<file path="src/rtl/xpt_cfg_pkg.sv">
package xpt_cfg_pkg;
  localparam int CODE_W = 4;
  localparam int NIN    = 8;
  localparam int DEC_W  = NIN + 1;

  localparam logic [CODE_W-1:0] CODE_OFF  = 4'b1000;
  localparam logic [CODE_W-1:0] CMD_CLEAR = 4'b1011;
  localparam logic [CODE_W-1:0] CMD_LATCH = 4'b1111;

  // a code that may be stored into a field
  function automatic logic code_storable(input logic [CODE_W-1:0] c);
    return c <= CODE_OFF;
  endfunction

  // one-hot select: input index for codes below NIN, disconnect flag otherwise
  function automatic logic [DEC_W-1:0] code_decode(input logic [CODE_W-1:0] c);
    logic [DEC_W-1:0] v;
    v = '0;
    if (c < CODE_W'(NIN)) v[c] = 1'b1;
    else v[NIN] = 1'b1;
    return v;
  endfunction
endpackage

</file>
<file path="src/rtl/xpt_cfg_edge.sv">
module xpt_cfg_edge (
  input  logic clk,
  input  logic rst_n,
  input  logic lvl,
  output logic rise
);
  logic lvl_q;

  always_ff @(posedge clk) begin
    if (!rst_n) lvl_q <= 1'b0;
    else lvl_q <= lvl;
  end

  assign rise = lvl & ~lvl_q;
endmodule

</file>
<file path="src/rtl/xpt_cfg_master.sv">
module xpt_cfg_master
  import xpt_cfg_pkg::*;
#(
  parameter int NOUT = 8,
  localparam int REG_W  = NOUT * CODE_W,
  localparam int ADDR_W = (NOUT > 1) ? $clog2(NOUT) : 1
) (
  input  logic              clk,
  input  logic              rst_n,
  input  logic              wr_evt,
  input  logic              ser_mode,
  input  logic [ADDR_W-1:0] addr,
  input  logic [CODE_W-1:0] data,
  output logic [REG_W-1:0]  master,
  output logic              cmd_clear,
  output logic              cmd_swlatch
);
  localparam logic [REG_W-1:0] ALL_OFF = {NOUT{CODE_OFF}};

  logic par_evt;
  logic addr_ok;

  assign par_evt     = wr_evt & ~ser_mode;
  assign addr_ok     = int'(addr) < NOUT;
  assign cmd_clear   = par_evt & (data == CMD_CLEAR);
  assign cmd_swlatch = par_evt & (data == CMD_LATCH);

  always_ff @(posedge clk) begin
    if (!rst_n) begin
      master <= ALL_OFF;
    end else if (wr_evt && ser_mode) begin
      master <= {master[REG_W-2:0], data[0]};
    end else if (cmd_clear) begin
      master <= ALL_OFF;
    end else if (par_evt && code_storable(data) && addr_ok) begin
      master[int'(addr)*CODE_W +: CODE_W] <= data;
    end
  end
endmodule

</file>
<file path="src/rtl/xpt_cfg_slave.sv">
module xpt_cfg_slave
  import xpt_cfg_pkg::*;
#(
  parameter int NOUT = 8,
  localparam int REG_W = NOUT * CODE_W
) (
  input  logic             clk,
  input  logic             rst_n,
  input  logic [REG_W-1:0] master,
  input  logic             cmd_clear,
  input  logic             cmd_swlatch,
  input  logic             latch_edge,
  input  logic             latch,
  input  logic             latch_rise,
  output logic [REG_W-1:0] slave,
  output logic             slave_ld
);
  localparam logic [REG_W-1:0] ALL_OFF = {NOUT{CODE_OFF}};

  logic hw_ld;

  assign hw_ld    = latch_edge ? latch_rise : ~latch;
  assign slave_ld = hw_ld | cmd_swlatch;

  always_ff @(posedge clk) begin
    if (!rst_n) slave <= ALL_OFF;
    else if (cmd_clear) slave <= ALL_OFF;
    else if (slave_ld) slave <= master;
  end
endmodule

</file>
<file path="src/rtl/xpt_cfg_dec.sv">
module xpt_cfg_dec
  import xpt_cfg_pkg::*;
#(
  parameter int NOUT = 8,
  localparam int REG_W = NOUT * CODE_W,
  localparam int SEL_W = NOUT * DEC_W
) (
  input  logic [REG_W-1:0] slave,
  output logic [SEL_W-1:0] sel
);
  for (genvar k = 0; k < NOUT; k++) begin : g_out
    assign sel[k*DEC_W +: DEC_W] = code_decode(slave[k*CODE_W +: CODE_W]);
  end
endmodule

</file>
<file path="src/rtl/xpt_cfg_ctrl.sv">
module xpt_cfg_ctrl
  import xpt_cfg_pkg::*;
#(
  parameter int NOUT = 8,
  localparam int REG_W  = NOUT * CODE_W,
  localparam int SEL_W  = NOUT * DEC_W,
  localparam int ADDR_W = (NOUT > 1) ? $clog2(NOUT) : 1
) (
  input  logic              clk,
  input  logic              rst_n,
  input  logic              ser_mode,
  input  logic              latch_edge,
  input  logic              ce_n,
  input  logic              ce,
  input  logic              wr,
  input  logic              latch,
  input  logic [ADDR_W-1:0] addr,
  input  logic [CODE_W-1:0] data,
  output logic              ser_out,
  output logic [SEL_W-1:0]  sel
);
  logic             wr_rise;
  logic             wr_evt;
  logic             latch_rise;
  logic             cmd_clear;
  logic             cmd_swlatch;
  logic             slave_ld;
  logic [REG_W-1:0] master;
  logic [REG_W-1:0] slave;

  xpt_cfg_edge u_wr_edge (
    .clk(clk), .rst_n(rst_n), .lvl(wr), .rise(wr_rise)
  );

  xpt_cfg_edge u_lat_edge (
    .clk(clk), .rst_n(rst_n), .lvl(latch), .rise(latch_rise)
  );

  assign wr_evt = wr_rise & ~ce_n & ce;

  xpt_cfg_master #(.NOUT(NOUT)) u_master (
    .clk(clk), .rst_n(rst_n), .wr_evt(wr_evt), .ser_mode(ser_mode),
    .addr(addr), .data(data), .master(master),
    .cmd_clear(cmd_clear), .cmd_swlatch(cmd_swlatch)
  );

  xpt_cfg_slave #(.NOUT(NOUT)) u_slave (
    .clk(clk), .rst_n(rst_n), .master(master), .cmd_clear(cmd_clear),
    .cmd_swlatch(cmd_swlatch), .latch_edge(latch_edge), .latch(latch),
    .latch_rise(latch_rise), .slave(slave), .slave_ld(slave_ld)
  );

  xpt_cfg_dec #(.NOUT(NOUT)) u_dec (
    .slave(slave), .sel(sel)
  );

  assign ser_out = master[REG_W-1];
endmodule

</file>
<file path="config.mk">
export PLATFORM = sky130hd
export DESIGN_NAME = xpt_cfg_ctrl
export DESIGN_NICKNAME = d
export VERILOG_FILES = /design/src/rtl/xpt_cfg_pkg.sv /design/src/rtl/xpt_cfg_edge.sv /design/src/rtl/xpt_cfg_master.sv /design/src/rtl/xpt_cfg_slave.sv /design/src/rtl/xpt_cfg_dec.sv /design/src/rtl/xpt_cfg_ctrl.sv
export SDC_FILE = /design/constraint.sdc
export NUM_CORES = 1
export LEC_CHECK = 0
export BUFFER_PORTS_ARGS = -buffer_cell sky130_fd_sc_hd__buf_2
export CORE_MARGIN = 1.5
export CORE_UTILIZATION = 45
export DETAILED_ROUTE_END_ITERATION = 6
export PLACE_DENSITY_LB_ADDON = 0.1
export SYNTH_ARGS = -nofsm -noshare
export SYNTH_HDL_FRONTEND = slang
export SYNTH_HIERARCHICAL = 1
export SYNTH_SLANG_ARGS = --single-unit
</file>
<file path="constraint.sdc">
create_clock -name clk -period 3 [get_ports clk]
set_clock_uncertainty 0.2 [all_clocks]
set_input_delay 0.6 -clock clk [delete_from_list [all_inputs] [get_ports clk]]
set_output_delay 0.6 -clock clk [all_outputs]
set_load 0.05 [all_outputs]
</file>
== Word-level counts from Yosys, hierarchy flattened ==
Cells that the tools add are included.
Word-level totals
  input port bits: 15
  bits in registers: 66
  word-level logic and storage cells: 97
  output and inout port bits: 73
Operators by class
  equal/unequal tests: 2
  $add $sub $neg: 1
  reductions and logical operators: 12
  shift operators: 2
  order comparisons: 25
  bitwise gates (word level): 14
  multiplexer cells: 37
Operator list (count)
  two-way mux 32 bit: 3
  two-way mux 8 bit: 8
  < comparator 4 x 5 -> 1 bit (second input constant): 8
  negation 5 -> 33 bit: 1
  variable shift 4 x 33 -> 32 bit (first input constant): 1
  indexed part select 4 x 33 -> 32 bit: 1
  bitwise mux 32 bit: 1
  demux 1 bit (select 4 bit): 8
  greater-or-equal comparator 4 x 1 -> 1 bit (second input constant): 8
  < comparator 4 bit (second input constant): 8
  two-way mux 1 bit: 17
  logical AND 1 bit: 10
  equality test 4 bit (second input constant): 2
  bitwise AND 1 bit: 7
  inverter 1 bit: 6
  less-or-equal comparator 4 bit (second input constant): 1
  nonzero test 3 bit: 1
  OR reduction 2 bit: 1
  OR 1 bit: 1

== Longest topological paths before layout ==
Gate-level depths: netlist of run 1.
  depth in word-level cells: 9
  mapped depth: 10

== Modules after synthesis ==
The synthesis of run 1 kept the hierarchy.
Modules (own cells, without submodules)
  xpt_cfg_master: area an instance 1916.8 µm², cells each 228, times used 1
  xpt_cfg_slave: area an instance 1331.3 µm², cells each 143, times used 1
  xpt_cfg_dec: area an instance 680.7 µm², cells each 72, times used 1
  xpt_cfg_edge: area an instance 40.0 µm², cells each 3, times used 2
  xpt_cfg_ctrl: area an instance 8.8 µm², cells each 1, times used 1

== Worst setup path after synthesis of run 1 ==
OpenSTA, ideal clock, no wires.
  kind: reg2out
  from: reg u_slave.slave[11]
  to: out sel[19]
  cell stages (with the launch flop): 2
  data arrival time: 2042 ps
  path slack: 158 ps
  buffers on the path: 0
  path through: dfxtp_1 > nor4b_1
Between the ends
  cells in the longest elaborated chain, start to end: 5
  elaborated cells on any way between the ends: 7
RTL lines
  from (decl): RTL line xpt_cfg_slave.sv:15  | output logic [REG_W-1:0] slave,
  from (signal assigned): RTL line xpt_cfg_slave.sv:28  | else if (slave_ld) slave <= master;
  < comparator 4 x 5 -> 1 bit (not written as such) / greater-or-equal comparator 4 x 1 -> 1 bit (equally long branches): RTL line xpt_cfg_pkg.sv:19  | if (c < CODE_W'(NIN)) v[c] = 1'b1;
  logical AND 1 bit (not written as such): RTL line xpt_cfg_pkg.sv:19
  two-way mux 1 bit (not written as such): RTL line xpt_cfg_pkg.sv:19
  demux 1 bit (select 4 bit)
  two-way mux 8 bit (*): RTL line xpt_cfg_pkg.sv:19
  to (decl): RTL line xpt_cfg_ctrl.sv:20  | output logic [SEL_W-1:0] sel
Mark *: on every way between the ends. The rest lies on a longest branch, timed or not.

== Final worst setup path of run 1 ==
  from: in addr[1]
  to: reg u_master.master[26]
Between the ends
  cells in the longest elaborated chain, start to end: 6
  elaborated cells on any way between the ends: 7
RTL lines
  from (decl): RTL line xpt_cfg_ctrl.sv:17  | input logic [ADDR_W-1:0] addr,
  negation 5 -> 33 bit (*): RTL line xpt_cfg_master.sv:36  | master[int'(addr)*CODE_W +: CODE_W] <= data;
  indexed part select 4 x 33 -> 32 bit / variable shift 4 x 33 -> 32 bit (equally long branches): RTL line xpt_cfg_master.sv:36
  bitwise mux 32 bit (*): RTL line xpt_cfg_master.sv:36
  two-way mux 32 bit (*): RTL line xpt_cfg_master.sv:35  | end else if (par_evt && code_storable(data) && addr_ok) begin
  two-way mux 32 bit (*): RTL line xpt_cfg_master.sv:33  | end else if (cmd_clear) begin
  two-way mux 32 bit (*): RTL line xpt_cfg_master.sv:31  | end else if (wr_evt && ser_mode) begin
  to (signal assigned): RTL line xpt_cfg_master.sv:32  | master <= {master[REG_W-2:0], data[0]};
  to (signal, indexed assignment): RTL line xpt_cfg_master.sv:36
  to (decl): RTL line xpt_cfg_master.sv:14  | output logic [REG_W-1:0] master,
Mark *: on every way between the ends. The rest lies on a longest branch, timed or not. The select of a mux whose other input is x is not followed.
A chain may end at the register's enable or synchronous reset.

==> impl_metrics.csv, run 1 <==
group,metric,value,unit
sta,drv_slew,0,
logic_synthesis,synth_compound_area_frac,0.154,
critical_path,startpoint_type,"primary input",
place,io_buffer_count,87,
grt,grt_usage,0.218,
logic_synthesis,synthesis.area,4020,um2
floorplan,row_count,34,
grt,grt_max_degree,33,
clocking,clock-sinks,66,
critical_path,rrSetupSlack,0.62,ns
logic_synthesis,synth_simple_gate_area_frac,0.354,
place,globalplace.congestion,0.876,
logic_synthesis,synth_seq_cells,66,
detailed_routing,viasPerCell,5.89,
min_path,min-delay-start,"wr",
floorplan,die_h,97.5,um
floorplan,die_w,97.5,um
logic_synthesis,syn_nets,471,
logic_synthesis,synth_top_family_by_area,"simple AND/OR/NAND/NOR gates",
grt,grt_pass1_wl,17000,um
floorplan,boundaryPins,88,
sta,finalSetupTns,0,ns
clocking,cts_buffers,9,
critical_path,critPathMaxFanout,6,
floorplan,coreArea,8680,um2
sta,final.period_utilization,0.845,
sta,finalHoldViolations,0,
logic_synthesis,async_flop_share,0,
critical_path,path_cells,"buf_2 > inv_1 > ha_1 > ha_1 > or3b_2 > nor3_1 > a22oi_1 > a211oi_1",
critical_path,critPathSlowestCell,"or3b_2",
run,maxCapViolations,0,
clocking,worstSkewPairLatency,0.35,ns
grt,antenna_found_initial,0,
detailed_routing,dr.first_iter.drc_count,256,
clocking,post_cts.repair.setup_buffers,0,
power,power_density,410,nW/um2
power,p_leak,2.08,nW
sta,setup_viol,0,
place,hpwlAfterDp,7060,um
critical_path,crit_path_start,"addr[1]",
logic_synthesis,synth_ff_type,"dfxtp_1",
critical_path,max_stage_delay,0.50,ns
logic_synthesis,syn_area_per_cell,8.93,um2
sta,fin_crit,2.53,ns
sta,maxSlewHeadroom,0.328,
critical_path,arrival,2.60,ns
detailed_routing,postRouteAntennaNets,0,
logic_synthesis,yosys.area_share.xor_xnor,0,
clocking,cts-root-buf,"clkbuf_8",
critical_path,crit_required,3.06,ns
cells_and_area,final_cell_mix,"buf_2, dfxtp_1, nand2_1",
detailed_routing,dr.pass1.iters,5,
grt,overflow,0,
cells_and_area,areaGrowthSynthToFinish,19.9,%
cells_and_area,final_util,0.555,
floorplan,start_util,0.463,
logic_synthesis,synth-edff-count,0,
cells_and_area,final_common_cell,"buf_2",
outcome,outcome,"finished clean",
clocking,clockBufferDepth,2,
logic_synthesis,ys_warn_count,6,
logic_synthesis,synthAdderAreaFrac,0.0187,
grt,first_global_vias,3357,
detailed_routing,drcViolationCount,0,
cells_and_area,nNetsFinal,558,
critical_path,crit_top_cell,"ha_1",
critical_path,setup.worst_path.end_class,"flop",
critical_path,cp.buffers_inverters,2,
cells_and_area,drive_gt1_frac,0.334,
detailed_routing,vias,3830,
detailed_routing,wl,10300,um
critical_path,crit_family,"simple AND/OR/NAND/NOR gates",
detailed_routing,wl_per_cell,15.8,um
power,irDropWorstVdd,228,uV
floorplan,dieArea,9500,um2
logic_synthesis,synth_cells,450,
clocking,post_cts_resized,0,
clocking,postCtsHoldBufs,0,
critical_path,worst-setup-path-type,"primary input to flop",
clocking,ctsHtreeMaxLevel,3,
min_path,hold_class,"primary input to flop",
sta,worst_pin_slew,1.00,ns
cells_and_area,diodes,0,
clocking,tritoncts,"done",
clocking,path_clk_slew,0.08,ns
logic_synthesis,synth_cell_types,55,
sta,grt_setup_unrepaired,"no",
critical_path,r2r_start,"u_wr_edge/lvl_q",
sta,fmaxAchievable,395,MHz
cells_and_area,fillCellCount,843,
logic_synthesis,muxShareOfSynthArea,0.0797,
logic_synthesis,ys_seq_area_frac,0.329,
[cell usage after synthesis, types with 5 or more instances]
cell type / instances / area share
a211oi_1: 6 / 0.011
a21oi_1: 18 / 0.022
a22oi_1: 14 / 0.026
a32oi_1: 6 / 0.013
and4b_2: 10 / 0.028
and4bb_2: 24 / 0.075
buf_2: 7 / 0.0087
clkbuf_1: 20 / 0.019
dfxtp_1: 66 / 0.33
ha_1: 6 / 0.019
inv_1: 11 / 0.010
mux2i_1: 32 / 0.080
nand2_1: 55 / 0.051
nand2b_1: 5 / 0.0078
nor2_1: 33 / 0.031
nor3_1: 16 / 0.020
nor4_1: 12 / 0.019
nor4b_1: 25 / 0.055
o21ai_0: 5 / 0.0062
o31ai_1: 15 / 0.028
or2_2: 7 / 0.011
[worst reg2reg max path: stages, from the launching register on]
cell and delay [ns]:
dfxtp_1 0.36, nor2b_4 0.04, and3b_1 0.16, nor2b_1 0.14
and2_1 0.15, nor2b_2 0.78, buf_12 0.25, nand2_1 0.07
mux2i_1 0.16
[layer usage]
layer / vias up / global-route usage / share of wire
li1: 1903 / - / -
met1: 1810 / 0.302 / 0.48
met2: 106 / 0.334 / 0.45
met3: 11 / 0.0554 / 0.059
met4: 0 / 0.0637 / 0.012
met5: - / 0 / 0
[flip-flops by register name (all words and copies together), names as in the netlist]
signal and flops:
u_lat_edge/lvl_q 1, u_master/master 32, u_slave/slave 32, u_wr_edge/lvl_q 1
[report_power, final]
group          internal [mW]  switching, mW  total [mW]
sequential             0.898         0.0249       0.923
clock                  0.466          0.356       0.821
combinational         0.0907          0.141       0.232
total                   1.45          0.522        1.98
[kinds of logic (layout without fill, tap and decap cells)]
| logic type | count (synthesis) | count (layout) |
|---|---|---|
| AND/OR/NAND/NOR | 213 | 213 |
| adder cells (fa/ha/maj) | 6 | 6 |
| buffers and inverters | 47 | 139 |
| multiplexers | 32 | 32 |
| AO/OA/AOI/OAI | 86 | 86 |
| flip-flops | 66 | 66 |
[worst paths after layout]
kind,endpoint,cells past startpoint
max,u_master/master[26],8
min,u_wr_edge/lvl_q,2
max reg2reg,u_slave/slave[0],8
min reg2reg,u_slave/slave[14],2
[layout make-up]
cell class	count	area (um2)	area share
tap	108	135	0.0281
timing repair buffer	112	661	0.137
sequential	66	1320	0.274
clock inverter	7	93.8	0.0195
inverter	11	41.3	0.00857
clock buffer	9	124	0.0257
multi-input combinational	337	2440	0.507
[metrics by stage]
step / setup WS, ns / total power, mW / std cells / hold WS [ns] / instance area [um2]
floorplan: 0.158 / 1.11 / 450 / 0.251 / 4020
global placement: 0.131 / 1.17 / 634 / 0.264 / 4600
detailed placement: 0.146 / 1.17 / 634 / 0.270 / 4600
CTS: 0.515 / 1.99 / 650 / 0.250 / 4820
global route: 0.300 / 2.05 / 650 / 0.275 / 4820
finish: 0.466 / 1.98 / 650 / 0.266 / 4820
Power figures use the tool's default switching activity.
==> run 2: changes to the inputs <==
--- a/config.mk
+++ b/config.mk
@@ -5,6 +5,7 @@
 export SDC_FILE = /design/constraint.sdc
 export NUM_CORES = 1
 export LEC_CHECK = 0
+export ABC_AREA = 1
 export BUFFER_PORTS_ARGS = -buffer_cell sky130_fd_sc_hd__buf_2
 export CORE_MARGIN = 1.5
 export CORE_UTILIZATION = 45
==> constraint.sdc (replaced) <==
create_clock -name clk -period 2.2 [get_ports clk]
set_clock_uncertainty 0.2 [all_clocks]
set_input_delay 0.44 -clock clk [delete_from_list [all_inputs] [get_ports clk]]
set_output_delay 0.44 -clock clk [all_outputs]
set_load 0.05 [all_outputs]
==> run 2 against run 1 <==
The flow now finishes with violations (design-rule violations). Cell count rose by 36%. Routed wire length grew 2.0%. Sequential share of layout area decreased by 0.78 points. Flip-flop and latch count unchanged. Via count up 14%. Synthesized cell count is 52% higher. Core utilization increased by 0.80 points. Worst hold slack got worse by 0.17 ns. Global-route usage rose by 0.52 points.
==> impl_metrics.csv, run 2 <==
group,metric,value,unit
outcome,outcome,"complete, but fails checks",
outcome,violations,"design-rule violations",
sta,finalHoldViolations,0,
place,placed_cell_area,4710,um2
grt,grt_max_degree,35,
detailed_routing,postRouteAntennaNets,0,
floorplan,row_count,34,
floorplan,die_w,98.8,um
cells_and_area,final_cell_mix,"nor2_1, nand2_1, buf_2",
min_path,worstHoldPathCells,3,
logic_synthesis,syn_nets,706,
power,irDropWorstVdd,274,uV
floorplan,boundaryPins,88,
detailed_routing,dr.first_iter.drc_count,278,
floorplan,dieArea,9770,um2
clocking,post_cts_resized,0,
sta,grt_setup_unrepaired,"no",
sta,maxSlewHeadroom,0.745,
logic_synthesis,synth_ff_type,"dfxtp_1",
grt,grt_usage,0.223,
critical_path,crit_end,"u_slave/slave[2]",
logic_synthesis,synth.most_common_cell,"nor2_1",
critical_path,crit_required,2.23,ns
sta,worst_slack,0.173,ns
logic_synthesis,synth_cells,685,
logic_synthesis,async_flop_share,0,
cells_and_area,nNetsFinal,795,
clocking,post_cts.repair.setup_buffers,0,
grt,grt_pass1_wl,17900,um
floorplan,start_util,0.469,
detailed_routing,wl_met3,566,um
critical_path,crit_path_start,"u_wr_edge/lvl_q",
cells_and_area,finalInstanceArea,4960,um2
critical_path,worst-setup-path-type,"flop to flop",
grt,first_global_vias,3938,
power,p_leak,2.60,nW
clocking,worstSkewPairLatency,0.34,ns
cells_and_area,final_util,0.563,
place,hpwlAfterDp,7780,um
power,internal_power,2.23,mW
clocking,postCtsHoldBufs,0,
detailed_routing,wl,10500,um
power,p_comb_frac,0.193,
logic_synthesis,synth_top_area_cell,"dfxtp_1",
logic_synthesis,ys_top_cells_by_area,"dfxtp_1, nor2_1, nand2_1",
power,switching_power,973,uW
detailed_routing,dr.pass1.iters,7,
grt,antenna_found_initial,0,
min_path,hold_class,"primary input to flop",
sta,drv_slew,0,
critical_path,rrSetupSlack,0.17,ns
logic_synthesis,synthesis.area,4130,um2
run,maxCapViolations,0,
cells_and_area,areaGrowthSynthToFinish,19.9,%
logic_synthesis,synth_top_area_share,0.320,
power,swShare,0.303,
logic_synthesis,synth_cell_types,28,
critical_path,r2r_cells,13,
place,io_buffer_count,87,
logic_synthesis,ys_top_cells_by_count,"nor2_1, nand2_1, inv_1",
place,place_ws,-0.0639,ns
sta,fin_crit,2.03,ns
place,dp.cells,871,
power,p_clk_frac,0.395,
cells_and_area,diodes,0,
detailed_routing,vias,4379,
cells_and_area,drive_gt1_frac,0.255,
detailed_routing,wl_per_cell,11.8,um
clocking,clock-sinks,66,
logic_synthesis,synth-edff-count,0,
floorplan,die_h,98.8,um
critical_path,reg2reg_to,"u_slave/slave[2]",
power,power_density,647,nW/um2
logic_synthesis,ys_seq_area_frac,0.320,
sta,fmaxAchievable,493,MHz
cells_and_area,reg_top3,"u_master/master (32), u_slave/slave (32)",
detailed_routing,drcViolationCount,9,
place,globalplace.congestion,0.904,
floorplan,coreArea,8810,um2
cells_and_area,final_common_cell,"nor2_1",
detailed_routing,viasPerCell,4.94,
critical_path,startpoint_type,"flop",
critical_path,arrival,2.06,ns
logic_synthesis,syn_area_per_cell,6.03,um2
grt,overflow,0,
critical_path,r2r_start,"u_wr_edge/lvl_q",
logic_synthesis,ys_warn_count,6,
logic_synthesis,synth_seq_cells,66,
clocking,tritoncts,"done",
sta,finalSetupTns,0,ns
critical_path,setup.worst_path.end_class,"flop",
clocking,path_clk_slew,0.07,ns
cells_and_area,fin_cells,887,
sta,worst_pin_slew,0.380,ns
detailed_routing,wl_met2,4720,um
clocking,cts_buffers,9,
sta,final.period_utilization,0.921,
min_path,min-delay-start,"wr",
detailed_routing,top_layer,"met4",
clocking,ctsHtreeMaxLevel,3,
clocking,cts-root-buf,"clkbuf_8",
clocking,clockBufferDepth,2,
detailed_routing,wl_met1,5070,um
power,seqPwrFrac,0.412,
critical_path,critPathMaxFanout,16,
sta,setup_viol,0,
-- run 2: layer usage --
metal  vias up  track usage
met4         0       0.0769
li1       2278            -
met5         -            0
met1      1960        0.301
met2       128        0.361
met3        13       0.0397
-- run 2: worst min-delay path by stage --
| stage | end | slack, ns |
|---|---|---|
| global route | u_wr_edge/lvl_q | 0.10 |
| floorplan | u_master/master[19] | 0.25 |
| detailed placement | u_slave/slave[11] | 0.29 |
| global placement | u_master/master[19] | 0.28 |
| finish | u_wr_edge/lvl_q | 0.1 |
| CTS | u_wr_edge/lvl_q | 0.09 |
-- run 2: area by class of cell --
type,count,area [um2]
Timing Repair Buffer,106,591
Clock inverter,6,114
Inverter,89,334
Tap cell,108,135
Fill cell,861,3850
Multi-Input combinational cell,502,2330
Clock buffer,10,138
Sequential cell,66,1320
-- run 2: through the flow --
stage | hold WS [ns] | total power [mW]
after floorplan | 0.250 | 1.82
after global placement | 0.279 | 1.96
after detailed placement | 0.290 | 1.96
after CTS | 0.0857 | 3.24
after global routing | 0.100 | 3.38
final | 0.0996 | 3.21
-- run 2: cells by family after synthesis --
logic type	Yosys count	synth area share
and+or+nand+nor	469	0.510
buffers and inverters	117	0.118
DFF	66	0.320
AOI/OAI and AO/OA	27	0.0342
adders and majority gates	6	0.0182
-- run 2: power groups by stage --
| stage | combinational (mW) | sequential, mW | clock [mW] |
|---|---|---|---|
| 2_1_floorplan | 0.480 | 1.34 | 0 |
| 3_3_place_gp | 0.608 | 1.35 | 0 |
| 3_5_place_dp | 0.617 | 1.35 | 0 |
| 4_1_cts | 0.620 | 1.32 | 1.29 |
| 5_1_grt | 0.695 | 1.33 | 1.35 |
| 6_report | 0.620 | 1.32 | 1.27 |
-- run 2: critical path: stages (launching register included) --
cell	delay (ns)
dfxtp_1	0.31
nor2_2	0.10
nand2_1	0.06
nor2_2	0.09
inv_1	0.05
nor2_2	0.14
nand2_2	0.07
nor2_1	0.18
clkinv_1	0.18
nand2_2	0.12
nor2_4	0.03
buf_4	0.20
nor2_1	0.13
nor2_1	0.06
